### src/rtl/adc_seq_pkg.sv
package adc_seq_pkg;

    typedef enum logic [2:0] {
        ST_SELECT     = 3'd0,
        ST_ADDR_LATCH = 3'd1,
        ST_CONV_START = 3'd2,
        ST_CONV_WAIT  = 3'd3,
        ST_DATA_EN    = 3'd4,
        ST_DATA_HOLD  = 3'd5,
        ST_DATA_LOCK  = 3'd6
    } seq_state_e;

    typedef struct packed {
        logic ale;
        logic start;
        logic oe;
        logic lock;
    } seq_ctl_t;

    localparam seq_ctl_t CTL_IDLE = '{ale: 1'b0, start: 1'b0, oe: 1'b0, lock: 1'b0};

endpackage

### src/rtl/adc_eoc_sync.sv
module adc_eoc_sync #(
    parameter int STAGES = 2
) (
    input  logic clk,
    input  logic rst,
    input  logic din,
    output logic dout
);

    logic [STAGES-1:0] chain;

    generate
        if (STAGES == 1) begin : g_single
            always_ff @(posedge clk or posedge rst) begin
                if (rst) chain <= '0;
                else     chain <= din;
            end
        end else begin : g_multi
            always_ff @(posedge clk or posedge rst) begin
                if (rst) chain <= '0;
                else     chain <= {chain[STAGES-2:0], din};
            end
        end
    endgenerate

    assign dout = chain[STAGES-1];

endmodule

### src/rtl/adc_seq_fsm.sv
module adc_seq_fsm
    import adc_seq_pkg::*;
(
    input  logic     clk,
    input  logic     rst,
    input  logic     eoc_sync,
    output seq_ctl_t ctl
);

    seq_state_e state_q;
    seq_state_e state_d;

    // State register
    always_ff @(posedge clk or posedge rst) begin
        if (rst) state_q <= ST_SELECT;
        else     state_q <= state_d;
    end

    // Transitions
    always_comb begin
        state_d = ST_SELECT;
        unique case (state_q)
            ST_SELECT:     state_d = ST_ADDR_LATCH;
            ST_ADDR_LATCH: state_d = ST_CONV_START;
            ST_CONV_START: state_d = ST_CONV_WAIT;
            ST_CONV_WAIT:  state_d = eoc_sync ? ST_DATA_EN : ST_CONV_WAIT;
            ST_DATA_EN:    state_d = ST_DATA_HOLD;
            ST_DATA_HOLD:  state_d = ST_DATA_LOCK;
            ST_DATA_LOCK:  state_d = ST_SELECT;
            default:       state_d = ST_SELECT;
        endcase
    end

    // Moore outputs
    always_comb begin
        ctl = CTL_IDLE;
        unique case (state_q)
            ST_SELECT:     ctl = CTL_IDLE;
            ST_ADDR_LATCH: ctl.ale = 1'b1;
            ST_CONV_START: begin
                ctl.ale   = 1'b1;
                ctl.start = 1'b1;
            end
            ST_CONV_WAIT:  ctl = CTL_IDLE;
            ST_DATA_EN:    ctl.oe = 1'b1;
            ST_DATA_HOLD:  ctl.oe = 1'b1;
            ST_DATA_LOCK: begin
                ctl.oe   = 1'b1;
                ctl.lock = 1'b1;
            end
            default:       ctl = CTL_IDLE;
        endcase
    end

    AST_WAIT_HOLDS: assert property (@(posedge clk) disable iff (rst)
        (state_q == ST_CONV_WAIT && !eoc_sync) |=> (state_q == ST_CONV_WAIT));
    AST_START_AFTER_ALE: assert property (@(posedge clk) disable iff (rst)
        $rose(ctl.start) |-> $past(ctl.ale));
    AST_LOCK_SINGLE: assert property (@(posedge clk) disable iff (rst)
        ctl.lock |=> (!ctl.lock && state_q == ST_SELECT));
    AST_OE_SPAN: assert property (@(posedge clk) disable iff (rst)
        $rose(ctl.lock) |-> ($past(ctl.oe, 1) && $past(ctl.oe, 2)));

endmodule

### src/rtl/adc_result_capture.sv
module adc_result_capture #(
    parameter int DATA_W = 8
) (
    input  logic              clk,
    input  logic              rst,
    input  logic              lock,
    input  logic [DATA_W-1:0] din,
    output logic [DATA_W-1:0] result,
    output logic              done
);

    logic lock_q;
    logic lock_rise;

    assign lock_rise = lock & ~lock_q;

    always_ff @(posedge clk or posedge rst) begin
        if (rst) begin
            lock_q <= 1'b0;
            result <= '0;
            done   <= 1'b0;
        end else begin
            lock_q <= lock;
            done   <= lock_rise;
            if (lock_rise) result <= din;
        end
    end

    AST_DONE_PULSE: assert property (@(posedge clk) disable iff (rst)
        done |=> !done);
    AST_RESULT_HOLDS: assert property (@(posedge clk) disable iff (rst)
        !done |-> $stable(result));

endmodule

### src/rtl/adc_seq_top.sv
module adc_seq_top
    import adc_seq_pkg::*;
#(
    parameter int                 DATA_W      = 8,
    parameter int                 ADDR_W      = 3,
    parameter int                 SYNC_STAGES = 2,
    parameter logic [ADDR_W-1:0]  CHAN_SEL    = 3'b001
) (
    input  logic              clk,
    input  logic              rst,
    input  logic              eoc,
    input  logic [DATA_W-1:0] adc_data,
    output logic [ADDR_W-1:0] ch_addr,
    output logic              ale,
    output logic              start,
    output logic              oe,
    output logic              lock,
    output logic [DATA_W-1:0] result,
    output logic              done
);

    logic     eoc_s;
    seq_ctl_t ctl;

    adc_eoc_sync #(.STAGES(SYNC_STAGES)) u_sync (
        .clk  (clk),
        .rst  (rst),
        .din  (eoc),
        .dout (eoc_s)
    );

    adc_seq_fsm u_fsm (
        .clk      (clk),
        .rst      (rst),
        .eoc_sync (eoc_s),
        .ctl      (ctl)
    );

    adc_result_capture #(.DATA_W(DATA_W)) u_cap (
        .clk    (clk),
        .rst    (rst),
        .lock   (ctl.lock),
        .din    (adc_data),
        .result (result),
        .done   (done)
    );

    assign ch_addr = CHAN_SEL;
    assign ale     = ctl.ale;
    assign start   = ctl.start;
    assign oe      = ctl.oe;
    assign lock    = ctl.lock;

    AST_ADDR_CONST: assert property (@(posedge clk) disable iff (rst)
        ch_addr == CHAN_SEL);

endmodule

### config.mk
export PLATFORM = sky130hd
export DESIGN_NAME = adc_seq_top
export DESIGN_NICKNAME = d
export VERILOG_FILES = /design/src/rtl/adc_seq_pkg.sv /design/src/rtl/adc_eoc_sync.sv /design/src/rtl/adc_seq_fsm.sv /design/src/rtl/adc_result_capture.sv /design/src/rtl/adc_seq_top.sv
export SDC_FILE = /design/constraint.sdc
export NUM_CORES = 1
export LEC_CHECK = 0
export BUFFER_PORTS_ARGS = -buffer_cell sky130_fd_sc_hd__buf_2
export CORE_UTILIZATION = 45
export CTS_CLUSTER_DIAMETER = 200
export DETAILED_ROUTE_END_ITERATION = 12
export PLACE_DENSITY = 0.8
export SLEW_MARGIN = 40
export SYNTH_ARGS = -nofsm -noshare
export SYNTH_HDL_FRONTEND = slang
export SYNTH_SLANG_ARGS = --single-unit
### constraint.sdc
create_clock -name clk -period 1.8 [get_ports clk]
set_input_delay 0.36 -clock clk [delete_from_list [all_inputs] [get_ports clk]]
set_output_delay 0.36 -clock clk [all_outputs]
set_load 0.03 [all_outputs]
# Yosys cells after proc, flatten, opt, wreduce, memory -nomap -nowiden
# Index checks and enable logic that the tools add are counted.
# totals
ram_bits,0
rom_bits,0
inputBits,11
latchBits,0
word_cells,22
mem_count,0
regBits,15
output_inout_bits,16
# op_classes
n_bitwise,2
div_mod_pow,0
reduce_logical,3
shift,0
n_lt_le_gt_ge,0
mux,6
eq_ne,6
mul,0
add_sub_neg,0
# op_table
operator,count
3-bit one-hot mux with 6 select lines,1
"3-bit == test, second input constant",3
"3-bit by 2-bit == test with 1-bit output, second input constant",2
1-bit two-way mux,4
"3-bit by 1-bit == test with 1-bit output, second input constant",1
3-bit logical NOT,1
3-bit two-way mux,1
3-bit OR reduction,1
2-bit OR reduction,1
1-bit AND,1
1-bit inverter,1

# Logic depth before layout (Yosys ltp)
# logic_depth
word_depth,3
mapped_depth,4
mapped_depth_nobuf,2

# Modules after synthesis
# A second synthesis with hierarchy kept.
# hier_totals
hier_cells,46
hier_area_um2,675.6
# by_module_without_submodules
mod,instances,area_per_inst_um2,cells_per_inst
adc_result_capture,1,407.9,21
adc_seq_fsm,1,183.9,17
adc_eoc_sync,1,53.8,3
adc_seq_top,1,30.0,5

# Worst setup path before layout
# Ideal clock, no wire load.
# synth_timing
path_kind,flip-flop to output port
from,register u_fsm.state_q[0]
to,output port start
arrival_time_ns,1.214
required_ns,1.440
n_path_buf,1
path_stages_with_launch,3
path_slack_ns,0.226
path_cell_list,dfrtp_1 buf_6 nor3b_1
# synth_between
elab_chain_len,2
# synth_lines
element,line,source
"start, declared",adc_seq_fsm.sv:10,seq_state_e state_q;
"start signal, assigned",adc_seq_fsm.sv:16,else state_q <= state_d;
3-bit by 2-bit == test with 1-bit output,adc_seq_fsm.sv:37,unique case (state_q)
1-bit two-way mux,adc_seq_fsm.sv:37,
"end, declared",adc_seq_top.sv:15,"output logic start,"
# No other way between the ends.

# Worst setup path after layout
# layout_timing
from,register u_fsm.state_q[1]
to,output port lock
# layout_between
elab_chain_len,2
# layout_lines
element,line,source
3-bit == test,adc_seq_fsm.sv:37,
1-bit two-way mux,adc_seq_fsm.sv:37,
"end, declared",adc_seq_top.sv:17,"output logic lock,"
# No other way between the ends.

==> run summary <==
status: finished clean
leakage component of the power: 0.405 nW
pwr dens: 2020 nW/µm²
count of endpoints failing hold in the final timing report: 0
CTS clock-pin slew for the worst setup and hold paths: 0.08 ns
number of cells after detailed placement: 80
total power: 0.00156 W
slowest CP cell: sky130_fd_sc_hd__dfrtp_1
Die H: 40.2 µm
Peak Freq: 631 MHz
chain of cells forming the critical path: nand2_1 > nor2_1 > buf_2
final period demand of the worst path: 1.59 ns
number of storage elements in the synthesis netlist: 15
Sink Count: 15
Clock Tree Root: sky130_fd_sc_hd__clkbuf_4
ratio of final minimum period to clock period: 88.1%
nature of the critical path startpoint: flop
FF-to-FF End: u_cap.result[1]
Worst Setup Path Type: reg2out
total die area: 1610 µm²
longest individual stage delay on the worst path: 0.49 ns
hold bufs inserted after CTS: 0
met1 wire length: 433 µm
Highest Signal Layer: met4
Storage cell area: 375 µm²
antenna-violating nets left: 0
Ant. Diodes: 0
max-slew violations: 0
First-pass DRT Iterations: 4
CTS resizes: 0
pin count of the biggest net entering global routing: 16
Detail Route met2 WL: 453 µm
worst-case headroom to the max-slew limit: 64.2%
routed vias/inst: 4.62
dominant cell type by area after synthesis: sky130_fd_sc_hd__dfrtp_1
Hold WC Path Type: in2async
Synth Instances: 46
Final TNS setup: 0 ns
kind of cell adding the most delay to the critical path: flip-flops
Post-route DRC: 0
actual transition at the worst max-transition pin: 0.537 ns
Post-CTS Setup Bufs: 0
via count of the first global-routing pass: 318
global-route total usage across every layer: 14.5%
mean routed wirelength per cell: 11.2 µm
final core utilization: 57.8%
total buffers and inverters traversed by the critical path: 1
worst-case hold slack: 0.108 ns
Crit Path Max Fanout: 9
worst reg-to-reg setup slack: 0.43 ns
global route overflow: 0
netlist area before placement: 656 µm²
Max IR drop VDD: 0.000799 V
average footprint of a synthesized cell: 14.3 µm²
Multi-input gate area: 220 µm²
fillcell total: 115
fraction of final layout cells with drive strength greater than 1: 52.2%
Max Cap Violations: 0
Via Count: 388
Core Area: 1330 µm²
number of placement rows: 13
NumNets Final: 81
WL final: 942 µm
number of antenna violations at the first check in global routing: 0
number of synthesis warnings: 0
clock latency reported for the late side of the worst-skew pair: 0.28 ns
Placer Congestion: 0.690
drt initial violations: 5
number of cells in the finished layout apart from fillers: 84
setup clock skew after layout: 0.00295 ns
endpoint class of the critical path: output pin
CP Depth: 3
reg-to-reg startpoint: u_fsm.state_q[0]
met3 wire len: 50 µm
CTS tree: yes
final count of negative-setup-slack endpoints: 0
Cell variety after synth: 17
layout overhead on the synthesized area: 17.6%
deepest level of the CTS H-tree: 1
unrepaired setup endpoints after global routing: false
clock buffers created by TritonCTS: 3
Die Span X: 40.2 µm
data arrival time of the worst path: 1.23 ns
required time worst endpoint: 1.44 ns
share of synthesized area occupied by flip-flops and latches: 57.3%
number of top-level design ports: 27
CTS max path bufs: 2
area share of the largest cell type after synthesis: 57.3%
effective utilization at floorplan: 49.2%
number of cells on the worst reg-to-reg path: 3
port buffer count: 23
leading cell types by total area after synthesis: sky130_fd_sc_hd__dfrtp_1 (57%), sky130_fd_sc_hd__mux2_4 (18%), sky130_fd_sc_hd__buf_6 (5.2%)
global-route wire length before repair: 1.41 mm
==> metal layers <==
metal	up-vias	GRT usage, %
met1	183	19.1
met3	2	6.67
li1	191	-
met4	0	7.50
met5	-	0
met2	12	19.8
==> synthesized netlist by cell type <==
library cell               number
sky130_fd_sc_hd__nand2b_1       1
sky130_fd_sc_hd__nor2_1         2
sky130_fd_sc_hd__buf_6          3
sky130_fd_sc_hd__a21oi_1        2
sky130_fd_sc_hd__nand2_1        1
sky130_fd_sc_hd__conb_1         2
sky130_fd_sc_hd__nand4b_1       1
sky130_fd_sc_hd__and4bb_1       1
sky130_fd_sc_hd__o21ai_0        1
sky130_fd_sc_hd__dfrtp_1       15
sky130_fd_sc_hd__a21boi_0       1
sky130_fd_sc_hd__nor3b_1        1
sky130_fd_sc_hd__inv_1          2
sky130_fd_sc_hd__mux2_2         1
sky130_fd_sc_hd__mux2_4         8
sky130_fd_sc_hd__buf_4          3
sky130_fd_sc_hd__xnor2_1        1
==> cell type report <==
cell class              instances  area share, %
clock buffers                   4           3.41
repair buffers                 24           15.9
multi-input cells              24           28.6
inverters                       2          0.974
flip-flops and latches         15           48.7
well taps                      15           2.44
==> registers in the layout, summed over array words and instances, names as in the netlist <==
register,count
u_cap.result,8
u_fsm.state_q,3
u_sync.chain,2
u_cap.done,1
u_cap.lock_q,1
==> placed cells by master (no fill, tap or decap), drive strengths merged <==
| master | n |
|---|---|
| a21oi | 2 |
| mux2 | 9 |
| dfrtp | 15 |
| nand2 | 1 |
| inv | 2 |
| nand2b | 1 |
| nand4b | 1 |
| xnor2 | 1 |
| nor3b | 1 |
| buf | 24 |
| conb | 3 |
| nor2 | 2 |
| and4bb | 1 |
| a21boi | 1 |
| o21ai | 1 |
| clkbuf | 4 |
==> through the flow <==
| step | worst slack [ns] | instance area [µm²] |
|---|---|---|
| global route | 0.107 | 771 |
| CTS | 0.199 | 771 |
| detailed placement | 0.444 | 744 |
| floorplan | 0.226 | 659 |
| finish | 0.215 | 771 |
| global placement | 0.451 | 744 |
==> report_power, final <==
| part | switching [W] | leakage [nW] | internal [W] |
|---|---|---|---|
| clock | 0.0000962 | 0.0150 | 0.0000860 |
| combinational | 0.000452 | 0.207 | 0.000328 |
| sequential | 0.000120 | 0.183 | 0.000473 |
| total | 0.000668 | 0.405 | 0.000887 |
==> how the worst max path moves through the flow <==
stage	from	to
floorplan	u_fsm.state_q[0]	start
global placement	u_fsm.state_q[0]	u_cap.result[1]
detailed placement	u_fsm.state_q[0]	u_cap.result[5]
CTS	u_fsm.state_q[1]	lock
global route	u_fsm.state_q[0]	ale
finish	u_fsm.state_q[1]	lock
==> logic make-up (layout without fill, tap and decap cells) <==
logic type | after synthesis | count (layout) | synth area share, %
xor+xnor | 1 | 1 | 1.34
buf+inv | 8 | 30 | 9.73
flops | 15 | 15 | 57.3
compound gates | 4 | 4 | 3.43
simple gates | 7 | 7 | 7.06
mux | 9 | 9 | 20.0
other cells | 2 | 3 | 1.15
Note: power is estimated with default switching activity, not from simulation.
